### src/rtl/sdspi_wr_pkg.sv
package sdspi_wr_pkg;

  localparam logic [7:0] TOK_SINGLE = 8'hFE;
  localparam logic [7:0] TOK_MULTI  = 8'hFC;
  localparam logic [7:0] TOK_STOP   = 8'hFD;
  localparam logic [7:0] FILL_BYTE  = 8'hFF;

  typedef enum logic [2:0] {
    ERR_NONE    = 3'd0,
    ERR_GENERIC = 3'd1,
    ERR_CRC     = 3'd2,
    ERR_WRITE   = 3'd3,
    ERR_TIMEOUT = 3'd4
  } err_e;

  typedef enum logic [3:0] {
    S_IDLE,
    S_TOKEN,
    S_DATA,
    S_CRC,
    S_RESP,
    S_BUSY_MID,
    S_WAIT_END,
    S_BUSY_END,
    S_GAP,
    S_STOP,
    S_BUSY_STOP
  } seq_st_e;

  typedef enum logic [1:0] {
    X_IDLE,
    X_TX,
    X_RX
  } xchg_st_e;

endpackage

### src/rtl/sdspi_byte_xchg.sv
module sdspi_byte_xchg
  import sdspi_wr_pkg::*;
(
  input  logic       clk,
  input  logic       rst_n,
  input  logic       go,
  input  logic [7:0] go_data,
  output logic       idle,
  output logic       done,
  output logic [7:0] rx_byte,
  output logic       tx_valid,
  output logic [7:0] tx_data,
  input  logic       tx_ready,
  input  logic       rx_valid,
  input  logic [7:0] rx_data
);

  xchg_st_e   xst;
  logic [7:0] data_q;

  always_ff @(posedge clk or negedge rst_n) begin
    if (!rst_n) begin
      xst    <= X_IDLE;
      data_q <= 8'h00;
    end else begin
      case (xst)
        X_IDLE: if (go) begin
          data_q <= go_data;
          xst    <= X_TX;
        end
        X_TX:   if (tx_ready) xst <= X_RX;
        X_RX:   if (rx_valid) xst <= X_IDLE;
        default: xst <= X_IDLE;
      endcase
    end
  end

  assign idle     = (xst == X_IDLE);
  assign tx_valid = (xst == X_TX);
  assign tx_data  = data_q;
  assign done     = (xst == X_RX) && rx_valid;
  assign rx_byte  = rx_data;

endmodule

### src/rtl/sdspi_resp_decode.sv
module sdspi_resp_decode
  import sdspi_wr_pkg::*;
(
  input  logic [7:0] rsp,
  output err_e       code
);

  logic       well_formed;
  logic [2:0] status;

  assign well_formed = !rsp[4] && rsp[0];
  assign status      = rsp[3:1];

  always_comb begin
    if (!well_formed)            code = ERR_GENERIC;
    else if (status == 3'b010)   code = ERR_NONE;
    else if (status == 3'b101)   code = ERR_CRC;
    else                         code = ERR_WRITE;
  end

endmodule

### src/rtl/sdspi_busy_poll.sv
module sdspi_busy_poll #(
  parameter int W = 16
) (
  input  logic         clk,
  input  logic         rst_n,
  input  logic         clr,
  input  logic         step,
  input  logic [W-1:0] limit,
  output logic         expired
);

  logic [W-1:0] cnt;
  logic [W:0]   nxt;
  logic [W:0]   lim_eff;

  assign nxt     = {1'b0, cnt} + {{W{1'b0}}, 1'b1};
  assign lim_eff = (limit == '0) ? {{W{1'b0}}, 1'b1} : {1'b0, limit};
  assign expired = step && (nxt >= lim_eff);

  always_ff @(posedge clk or negedge rst_n) begin
    if (!rst_n)    cnt <= '0;
    else if (clr)  cnt <= '0;
    else if (step) cnt <= nxt[W-1:0];
  end

endmodule

### src/rtl/sdspi_blkwr_seq.sv
module sdspi_blkwr_seq
  import sdspi_wr_pkg::*;
#(
  parameter int LEN_W  = 12,
  parameter int CNT_W  = 16,
  parameter int POLL_W = 16
) (
  input  logic              clk,
  input  logic              rst_n,
  input  logic              start_i,
  input  logic [LEN_W-1:0]  blk_len_i,
  input  logic [CNT_W-1:0]  blk_cnt_i,
  input  logic [POLL_W-1:0] poll_lim_i,
  input  logic              end_req_i,
  input  logic              pl_valid_i,
  input  logic [7:0]        pl_data_i,
  output logic              pl_ready_o,
  output logic              spi_tx_valid_o,
  output logic [7:0]        spi_tx_data_o,
  input  logic              spi_tx_ready_i,
  input  logic              spi_rx_valid_i,
  input  logic [7:0]        spi_rx_data_i,
  output logic              active_o,
  output logic              wait_end_o,
  output logic              done_o,
  output logic              err_o,
  output logic [2:0]        err_code_o
);

  localparam logic [LEN_W-1:0] LEN_ONE = LEN_W'(1);
  localparam logic [CNT_W-1:0] CNT_ONE = CNT_W'(1);

  seq_st_e            st;
  logic [LEN_W-1:0]   len_q;
  logic [CNT_W-1:0]   cnt_q;
  logic [CNT_W-1:0]   idx_q;
  logic [LEN_W-1:0]   bcnt;
  logic [POLL_W-1:0]  lim_q;
  logic               multi_q;
  logic               done_q;
  logic               err_q;
  err_e               code_q;

  logic               x_go;
  logic [7:0]         x_data;
  logic               x_idle;
  logic               x_done;
  logic [7:0]         x_rx;
  err_e               dec_code;
  logic               in_busy;
  logic               poll_step;
  logic               poll_exp;
  logic               last_blk;
  logic               rx_free;

  sdspi_byte_xchg u_xchg (
    .clk      (clk),
    .rst_n    (rst_n),
    .go       (x_go),
    .go_data  (x_data),
    .idle     (x_idle),
    .done     (x_done),
    .rx_byte  (x_rx),
    .tx_valid (spi_tx_valid_o),
    .tx_data  (spi_tx_data_o),
    .tx_ready (spi_tx_ready_i),
    .rx_valid (spi_rx_valid_i),
    .rx_data  (spi_rx_data_i)
  );

  sdspi_resp_decode u_dec (
    .rsp  (x_rx),
    .code (dec_code)
  );

  assign in_busy   = (st == S_BUSY_MID) || (st == S_BUSY_END) || (st == S_BUSY_STOP);
  assign rx_free   = (x_rx == FILL_BYTE);
  assign poll_step = in_busy && x_done && !rx_free;
  assign last_blk  = (idx_q == cnt_q - CNT_ONE);

  sdspi_busy_poll #(.W(POLL_W)) u_poll (
    .clk     (clk),
    .rst_n   (rst_n),
    .clr     (!in_busy),
    .step    (poll_step),
    .limit   (lim_q),
    .expired (poll_exp)
  );

  // Byte issue: one exchange per state step, payload gated by the stream.
  always_comb begin
    x_go       = 1'b0;
    x_data     = FILL_BYTE;
    pl_ready_o = 1'b0;
    case (st)
      S_TOKEN: begin
        x_go   = x_idle;
        x_data = multi_q ? TOK_MULTI : TOK_SINGLE;
      end
      S_DATA: begin
        pl_ready_o = x_idle;
        x_go       = x_idle && pl_valid_i;
        x_data     = pl_data_i;
      end
      S_STOP: begin
        x_go   = x_idle;
        x_data = TOK_STOP;
      end
      S_CRC, S_RESP, S_GAP, S_BUSY_MID, S_BUSY_END, S_BUSY_STOP: begin
        x_go = x_idle;
      end
      default: ;
    endcase
  end

  always_ff @(posedge clk or negedge rst_n) begin
    if (!rst_n) begin
      st      <= S_IDLE;
      len_q   <= '0;
      cnt_q   <= '0;
      idx_q   <= '0;
      bcnt    <= '0;
      lim_q   <= '0;
      multi_q <= 1'b0;
      done_q  <= 1'b0;
      err_q   <= 1'b0;
      code_q  <= ERR_NONE;
    end else begin
      done_q <= 1'b0;
      err_q  <= 1'b0;
      case (st)
        S_IDLE: begin
          if (start_i) begin
            code_q <= ERR_NONE;
            if (blk_cnt_i == '0) begin
              done_q <= 1'b1;
            end else begin
              len_q   <= blk_len_i;
              cnt_q   <= blk_cnt_i;
              lim_q   <= poll_lim_i;
              multi_q <= (blk_cnt_i > CNT_ONE);
              idx_q   <= '0;
              bcnt    <= '0;
              st      <= S_TOKEN;
            end
          end
        end
        S_TOKEN: if (x_done) begin
          bcnt <= '0;
          st   <= (len_q == '0) ? S_CRC : S_DATA;
        end
        S_DATA: if (x_done) begin
          if (bcnt == len_q - LEN_ONE) begin
            bcnt <= '0;
            st   <= S_CRC;
          end else begin
            bcnt <= bcnt + LEN_ONE;
          end
        end
        S_CRC: if (x_done) begin
          if (bcnt == LEN_ONE) begin
            bcnt <= '0;
            st   <= S_RESP;
          end else begin
            bcnt <= LEN_ONE;
          end
        end
        S_RESP: if (x_done) begin
          if (dec_code != ERR_NONE) begin
            err_q  <= 1'b1;
            code_q <= dec_code;
            st     <= S_IDLE;
          end else if (last_blk) begin
            st <= S_WAIT_END;
          end else begin
            idx_q <= idx_q + CNT_ONE;
            st    <= S_BUSY_MID;
          end
        end
        S_WAIT_END: if (end_req_i) st <= S_BUSY_END;
        S_BUSY_MID, S_BUSY_END, S_BUSY_STOP: if (x_done) begin
          if (rx_free) begin
            if (st == S_BUSY_MID) begin
              st <= S_TOKEN;
            end else if (st == S_BUSY_END && multi_q) begin
              st <= S_GAP;
            end else begin
              done_q <= 1'b1;
              st     <= S_IDLE;
            end
          end else if (poll_exp) begin
            err_q  <= 1'b1;
            code_q <= ERR_TIMEOUT;
            st     <= S_IDLE;
          end
        end
        S_GAP:  if (x_done) st <= S_STOP;
        S_STOP: if (x_done) st <= S_BUSY_STOP;
        default: st <= S_IDLE;
      endcase
    end
  end

  assign active_o   = (st != S_IDLE);
  assign wait_end_o = (st == S_WAIT_END);
  assign done_o     = done_q;
  assign err_o      = err_q;
  assign err_code_o = code_q;

endmodule

### config.mk
export PLATFORM = sky130hd
export DESIGN_NAME = sdspi_blkwr_seq
export DESIGN_NICKNAME = d
export VERILOG_FILES = /design/src/rtl/sdspi_wr_pkg.sv /design/src/rtl/sdspi_byte_xchg.sv /design/src/rtl/sdspi_resp_decode.sv /design/src/rtl/sdspi_busy_poll.sv /design/src/rtl/sdspi_blkwr_seq.sv
export SDC_FILE = /design/constraint.sdc
export NUM_CORES = 1
export LEC_CHECK = 0
export BUFFER_PORTS_ARGS = -buffer_cell sky130_fd_sc_hd__buf_2
export CORE_MARGIN = 2
export CORE_UTILIZATION = 60
export DETAILED_ROUTE_END_ITERATION = 8
export GPL_ROUTABILITY_DRIVEN = 0
export PLACE_DENSITY = 0.82
export SLEW_MARGIN = 20
export SYNTH_ARGS = -nofsm -noshare
export SYNTH_HDL_FRONTEND = slang
export SYNTH_HIERARCHICAL = 1
export SYNTH_SLANG_ARGS = --single-unit
### constraint.sdc
create_clock -name clk -period 5.4 [get_ports clk]
set_input_delay 0.81 -clock clk [delete_from_list [all_inputs] [get_ports clk]]
set_output_delay 0.81 -clock clk [all_outputs]
set_load 0.01 [all_outputs]
# ---- Yosys cells after proc, flatten, opt, wreduce, memory -nomap -nowiden
# Index checks and enable logic that the tools add are counted.
dict set report totals {
  reg_bits 108
  wordCells 159
}
dict set report classes {
  add_sub_neg 5
  n_lt_le_gt_ge 2
  n_eq_ne 40
  n_mux 68
  bitwise_logic 1
  n_reduce_logical 30
}
# op count
set ops {}
lappend ops {{2-to-1 mux 16 bit} 8}
lappend ops {{2-to-1 mux 12 bit} 6}
lappend ops {{2-to-1 mux 4 bit} 16}
lappend ops {{one-hot mux 12 bit (4 select lines)} 1}
lappend ops {{inequality test 2 bit, second input constant} 18}
lappend ops {{one-hot mux 4 bit (9 select lines)} 1}
lappend ops {{zero test 16 bit} 2}
lappend ops {{one-hot mux 16 bit (2 select lines)} 1}
lappend ops {{2-to-1 mux 3 bit} 9}
lappend ops {{one-hot mux 8 bit (3 select lines)} 1}
lappend ops {{adder 16 x 1 -> 17 bit, second input constant} 1}
lappend ops {{>= comparator 17 bit} 1}
lappend ops {{adder 16 x 1 -> 16 bit, second input constant} 1}
lappend ops {{== test 16 bit} 1}
lappend ops {{== test 4 x 3 -> 1 bit, second input constant} 4}
lappend ops {{greater-than comparator 16 x 1 -> 1 bit, second input constant} 1}
lappend ops {{subtractor 16 x 1 -> 16 bit, second input constant} 1}
lappend ops {{2-to-1 mux 1 bit} 15}
lappend ops {{AND reduction 13 bit} 1}
lappend ops {{adder 12 x 1 -> 12 bit, second input constant} 1}
lappend ops {{== test 12 x 1 -> 1 bit, second input constant} 1}
lappend ops {{== test 12 bit} 1}
lappend ops {{== test 4 bit, second input constant} 3}
lappend ops {{zero test 12 bit} 1}
lappend ops {{29 further kinds} 50}

# ---- Depth between registers and ports, before layout
dict set report depth {
  ltp_word 10
  mapped_depth 17
  mapped_depth_nobuf 15
}

# ---- By module
# The synthesis kept the hierarchy.
# mod n_inst cells_per_inst area_each_um2 seq_area_each_um2
set by_module_without_submodules {}
lappend by_module_without_submodules {sdspi_blkwr_seq 1 643 5263.8 2052.0}
lappend by_module_without_submodules {sdspi_busy_poll 1 175 1440.1 400.4}
lappend by_module_without_submodules {sdspi_byte_xchg 1 36 470.5 250.2}
lappend by_module_without_submodules {sdspi_resp_decode 1 7 50.0 0.0}

# ---- Worst setup path before layout
# No wires, ideal clock.
dict set report synth_path {
  kind {register -> register}
  startpoint {register u_poll.cnt[0]}
  endpoint {register st[0]}
  setup_ns 0.121
  t_arrival_ns 3.702
  setup_slack_ns 1.577
  stages_incl_launch_ff 18
  n_path_buf 2
  synth_period_minus_slack_ns 3.823
  cell_sequence {dfrtp_1 -> ha_1 -> and3_1 -> buf_2 -> nand2_1 -> nor3_1 -> xor2_1 -> ha_1 -> a21oi_1 -> nor2_1 -> a211oi_1 -> o22a_1 -> a41oi_1 -> o32ai_1 -> or4b_1 -> clkbuf_1 -> or4_1 -> o22a_1}
}
dict set report synth_between {
  elab_chain_len 5
}
# item line_no
set synth_lines {}
lappend synth_lines {{start, declared} sdspi_busy_poll.sv:12} ;# logic [W-1:0] cnt;
lappend synth_lines {{start signal, assigned} sdspi_busy_poll.sv:23} ;# else if (step) cnt <= nxt[W-1:0];
lappend synth_lines {{adder 16 x 1 -> 17 bit} sdspi_busy_poll.sv:16} ;# assign nxt = {1'b0, cnt} + {{W{1'b0}}, 1'b1};
lappend synth_lines {{>= comparator 17 bit} sdspi_busy_poll.sv:18} ;# assign expired = step && (nxt >= lim_eff);
lappend synth_lines {{logical AND 1 bit} sdspi_busy_poll.sv:18}
lappend synth_lines {{named net poll_exp} sdspi_blkwr_seq.sv:52} ;# logic poll_exp;
lappend synth_lines {{inequality test 3 bit (no source line)} --}
lappend synth_lines {{AND reduction 13 bit (no source line)} --}
lappend synth_lines {{end signal, assigned} sdspi_blkwr_seq.sv:150} ;# st <= (len_q == '0) ? S_CRC : S_DATA;
lappend synth_lines {{end, declared} sdspi_blkwr_seq.sv:33} ;# seq_st_e st;
# The timed path passes the listed nets, and every way through them passes these cells.
# A chain may end at the register's enable or synchronous reset.

# ---- Worst setup path after layout
# Same ends and word-level chain as after synthesis.

==> metrics.md <==
| Metric | Value |
|---|---|
| Final Hold Viols | 0 |
| Total Nets Final | roughly 1,000 |
| Fraction of registers with async set/reset | 1.000 |
| Antenna violations before repair | 0 |
| Final setup violation count | 0 |
| CTS Sinks | roughly 110 |
| Skew-Pair Late Insertion Delay | roughly 0.36 ns |
| Worst R2R End | st[0] |
| Detailed Place HPWL | 12.31 mm |
| Detailed Route WL | 16.81 mm |
| CP arrival | 4.59 ns |
| CP Launch Type | flop |
| Vias in the first global route | just over 6,000 |
| Share of layout cells above drive strength 1 | 0.1513 |
| YS warnings | 6 |
| CTS HTree Levels | 3 |
| Avg Inst Size Synth | approximately 8.4 µm² |
| Cell taking the most area after synthesis | dfrtp_1 |
| HP Class | in2async |
| Num rows | 40 |
| Chip Height | 113.7 µm |
| Die ar. | approximately 13,000 µm² |
| Required time of the critical path | 5.65 ns |
| Number of diodes | 0 |
| Crit path kind | reg2reg |
| # fillers | 995 |
| # hold bufs at CTS | 0 |
| VDD IR-drop max | 0.4066 mV |
| Fmax | approximately 230 MHz |
| Cell at the root of the clock tree | clkbuf_16 |
| TritonRoute pass-1 iters | 5 |
| Clock transition at path regs | approximately 0.070 ns |
| Synth Instances | about 860 |
| Final Non-Filler Cells | 1,059 |
| FF+latch area | about 2700 µm² |
| Final Skew | roughly 0.009 ns |
| Max-cap violations | 0 |
| Initial core utilization | 0.6091 |
| Crit Path Max Fanout | 6 |
| First-pass GRT wire length | about 29 mm |
| Synth Flop Type | dfrtp_1 |
| Core area | about 12,000 µm² |
| GRT Total Usage | 0.2742 |
| CTS buffer count | 9 |
| Placed Cells | ~1,000 |
| Synth Cell Area | slightly above 7000 µm² |
| Top-area cell type share of the netlist area | 0.3741 |
| Slew HR | 0.3484 |
| Syn nets | between 900 and 1,000 |
| Port Buffers | 83 |
| R2R cell count | 14 |
| Worst Max-Slew Pin Slew | between 0.9 and 1 ns |
| Max Root-Sink Buffers | 2 |
| Flops & latches, synth | between 100 and 150 |
| DR DRC count | 0 |
| Per-cell routed wire length | 15.87 µm |
| Horiz. Die Dim | ~110 µm |
| Tmin final | about 4.3 ns |
| Outcome | complete, no violations |
| Pin count of the biggest net entering global routing | 58 |
| Post-synth EDFFs | 0 |
| Worst r2r src | u_poll/cnt[0] |
| TritonCTS clock tree | yes |
| Vias | ~6,400 |
| PwrDens | approximately 460 nW/µm² |
| Post-Route Setup TNS | 0 ns |
| Post-synthesis sequential area ratio | 0.3741 |
| Area delta synth->final | 9.456% |
| Final max-slew violation count | 0 |
| Io pins | 84 |
| Leak | around 3.6 nW |
| CTS resizes | 0 |
| R2R setup slack | about 1.1 ns |
| Total grt overflow | 0 |
| CP Capture Type | flop |
| Post-CTS Setup Repair Bufs | 0 |
| Synth area leaders | dfrtp_1 37%, nand2_1 9.0%, ha_1 3.8%, xor2_1 3.8%, xnor2_1 3.5% |
| DRT antenna net count | 0 |
| Unrepaired setup endpoints after global routing | no |
| Worst setup path start | u_poll/cnt[0] |
| Area of the multi-input gates | between 4000 and 5000 µm² |
| Netlist cell types | 84 |
| Via density | roughly 6 |
| Fin crit share | 0.8043 |
| Detailed Route Iter0 Violations | about 470 |
[layer usage]
layer | wire [µm] | vias to the layer above | track usage
met1 | 7527 | 2993 | 0.3676
met4 | 289 | 0 | 0.08455
li1 | - | 3135 | -
met2 | 7994 | 201 | 0.4503
met3 | 995 | 26 | 0.05792
met5 | 0 | - | 0
[kinds of logic (layout without fill, tap and decap cells)]
family,Yosys count,after routing,synth area share
AOI/OAI and AO/OA,139,139,0.1379
xor gates and xnor gates,60,60,0.07274
adders and majority gates,22,22,0.03810
buffers and inverters,91,142,0.05681
DFF,108,108,0.3741
muxes,11,11,0.01663
other,1,1,0.0005191
and+or+nand+nor,429,429,0.3033
[worst max path at each step]
| stage | end | slack [ns] | depth (start not counted) |
|---|---|---|---|
| 2_1_floorplan | st[0] | 1.58 | 17 |
| 3_3_place_gp | st[0] | 1.27 | 14 |
| 3_5_place_dp | st[0] | 1.12 | 10 |
| 4_1_cts | st[0] | 1.07 | 10 |
| 5_1_grt | st[0] | 0.76 | 10 |
| 6_report | st[0] | 1.06 | 14 |
[layout by cell type, fill, tap and decap left out, types with 29 or more instances in the layout]
cell type	n
nor2_1	54
xor2_1	31
nand2_1	174
nand3_1	40
xnor2_1	29
a21oi_1	29
inv_1	36
dfrtp_1	108
buf_2	82
[cells in the mapped netlist, types with 22 or more instances]
cell      instances
dfrtp_1         108
xnor2_1          29
inv_1            36
clkbuf_1         30
nor3_1           28
o21ai_0          28
nor2_1           55
ha_1             22
nand3_1          40
a21oi_1          29
xor2_1           31
nand2_1         174
[state kept, by name, summed over array words and instances, names as in the netlist, 2 cells and up]
register	count
lim_q	16
st	4
len_q	12
u_xchg/tx_data	8
err_code_o	3
cnt_q	16
u_poll/cnt	16
bcnt	12
idx_q	16
u_xchg/xst	2
[through the flow]
step                setup WS [ns]  power (mW)  utilization  cell area (µm²)  hold WS [ns]
detailed placement          1.117       2.956       0.6422             7617        0.4760
CTS                         1.073       3.621       0.6667             7908        0.4981
floorplan                   1.577       2.592            -             7224        0.4476
finish                      1.057       3.607       0.6667             7908        0.4679
global placement            1.271       2.917       0.6422             7617        0.4721
global route               0.7556       3.895       0.6667             7908        0.5224
[final cells by class]
| class | instances | area share |
|---|---|---|
| clock buffers | 12 | 0.03244 |
| clock inverters | 4 | 0.004272 |
| inverters | 36 | 0.01709 |
| multi-input cells | 662 | 0.5217 |
| flip-flops and latches | 108 | 0.3418 |
| well taps | 147 | 0.02326 |
| repair buffers | 90 | 0.05949 |
[critical path, stage by stage, from the launching register on]
cell and delay (ns):
dfrtp_1 0.47, ha_1 0.23, and3_1 0.29, nand2_1 0.21, nor3_1 0.27, xor2_1 0.10
ha_1 0.31, nand2_1 0.07, nor3_1 0.27, o31ai_1 0.12, a41oi_1 0.34, o32ai_1 0.14
or4b_1 0.68, or4_1 0.57, o22a_1 0.16
[report_power, final]
part | switching (mW) | internal, mW
combinational | 0.846 | 0.668
clock | 0.309 | 0.341
sequential | 0.390 | 1.05
total | 1.54 | 2.06
Power figures use the tool's default switching activity.
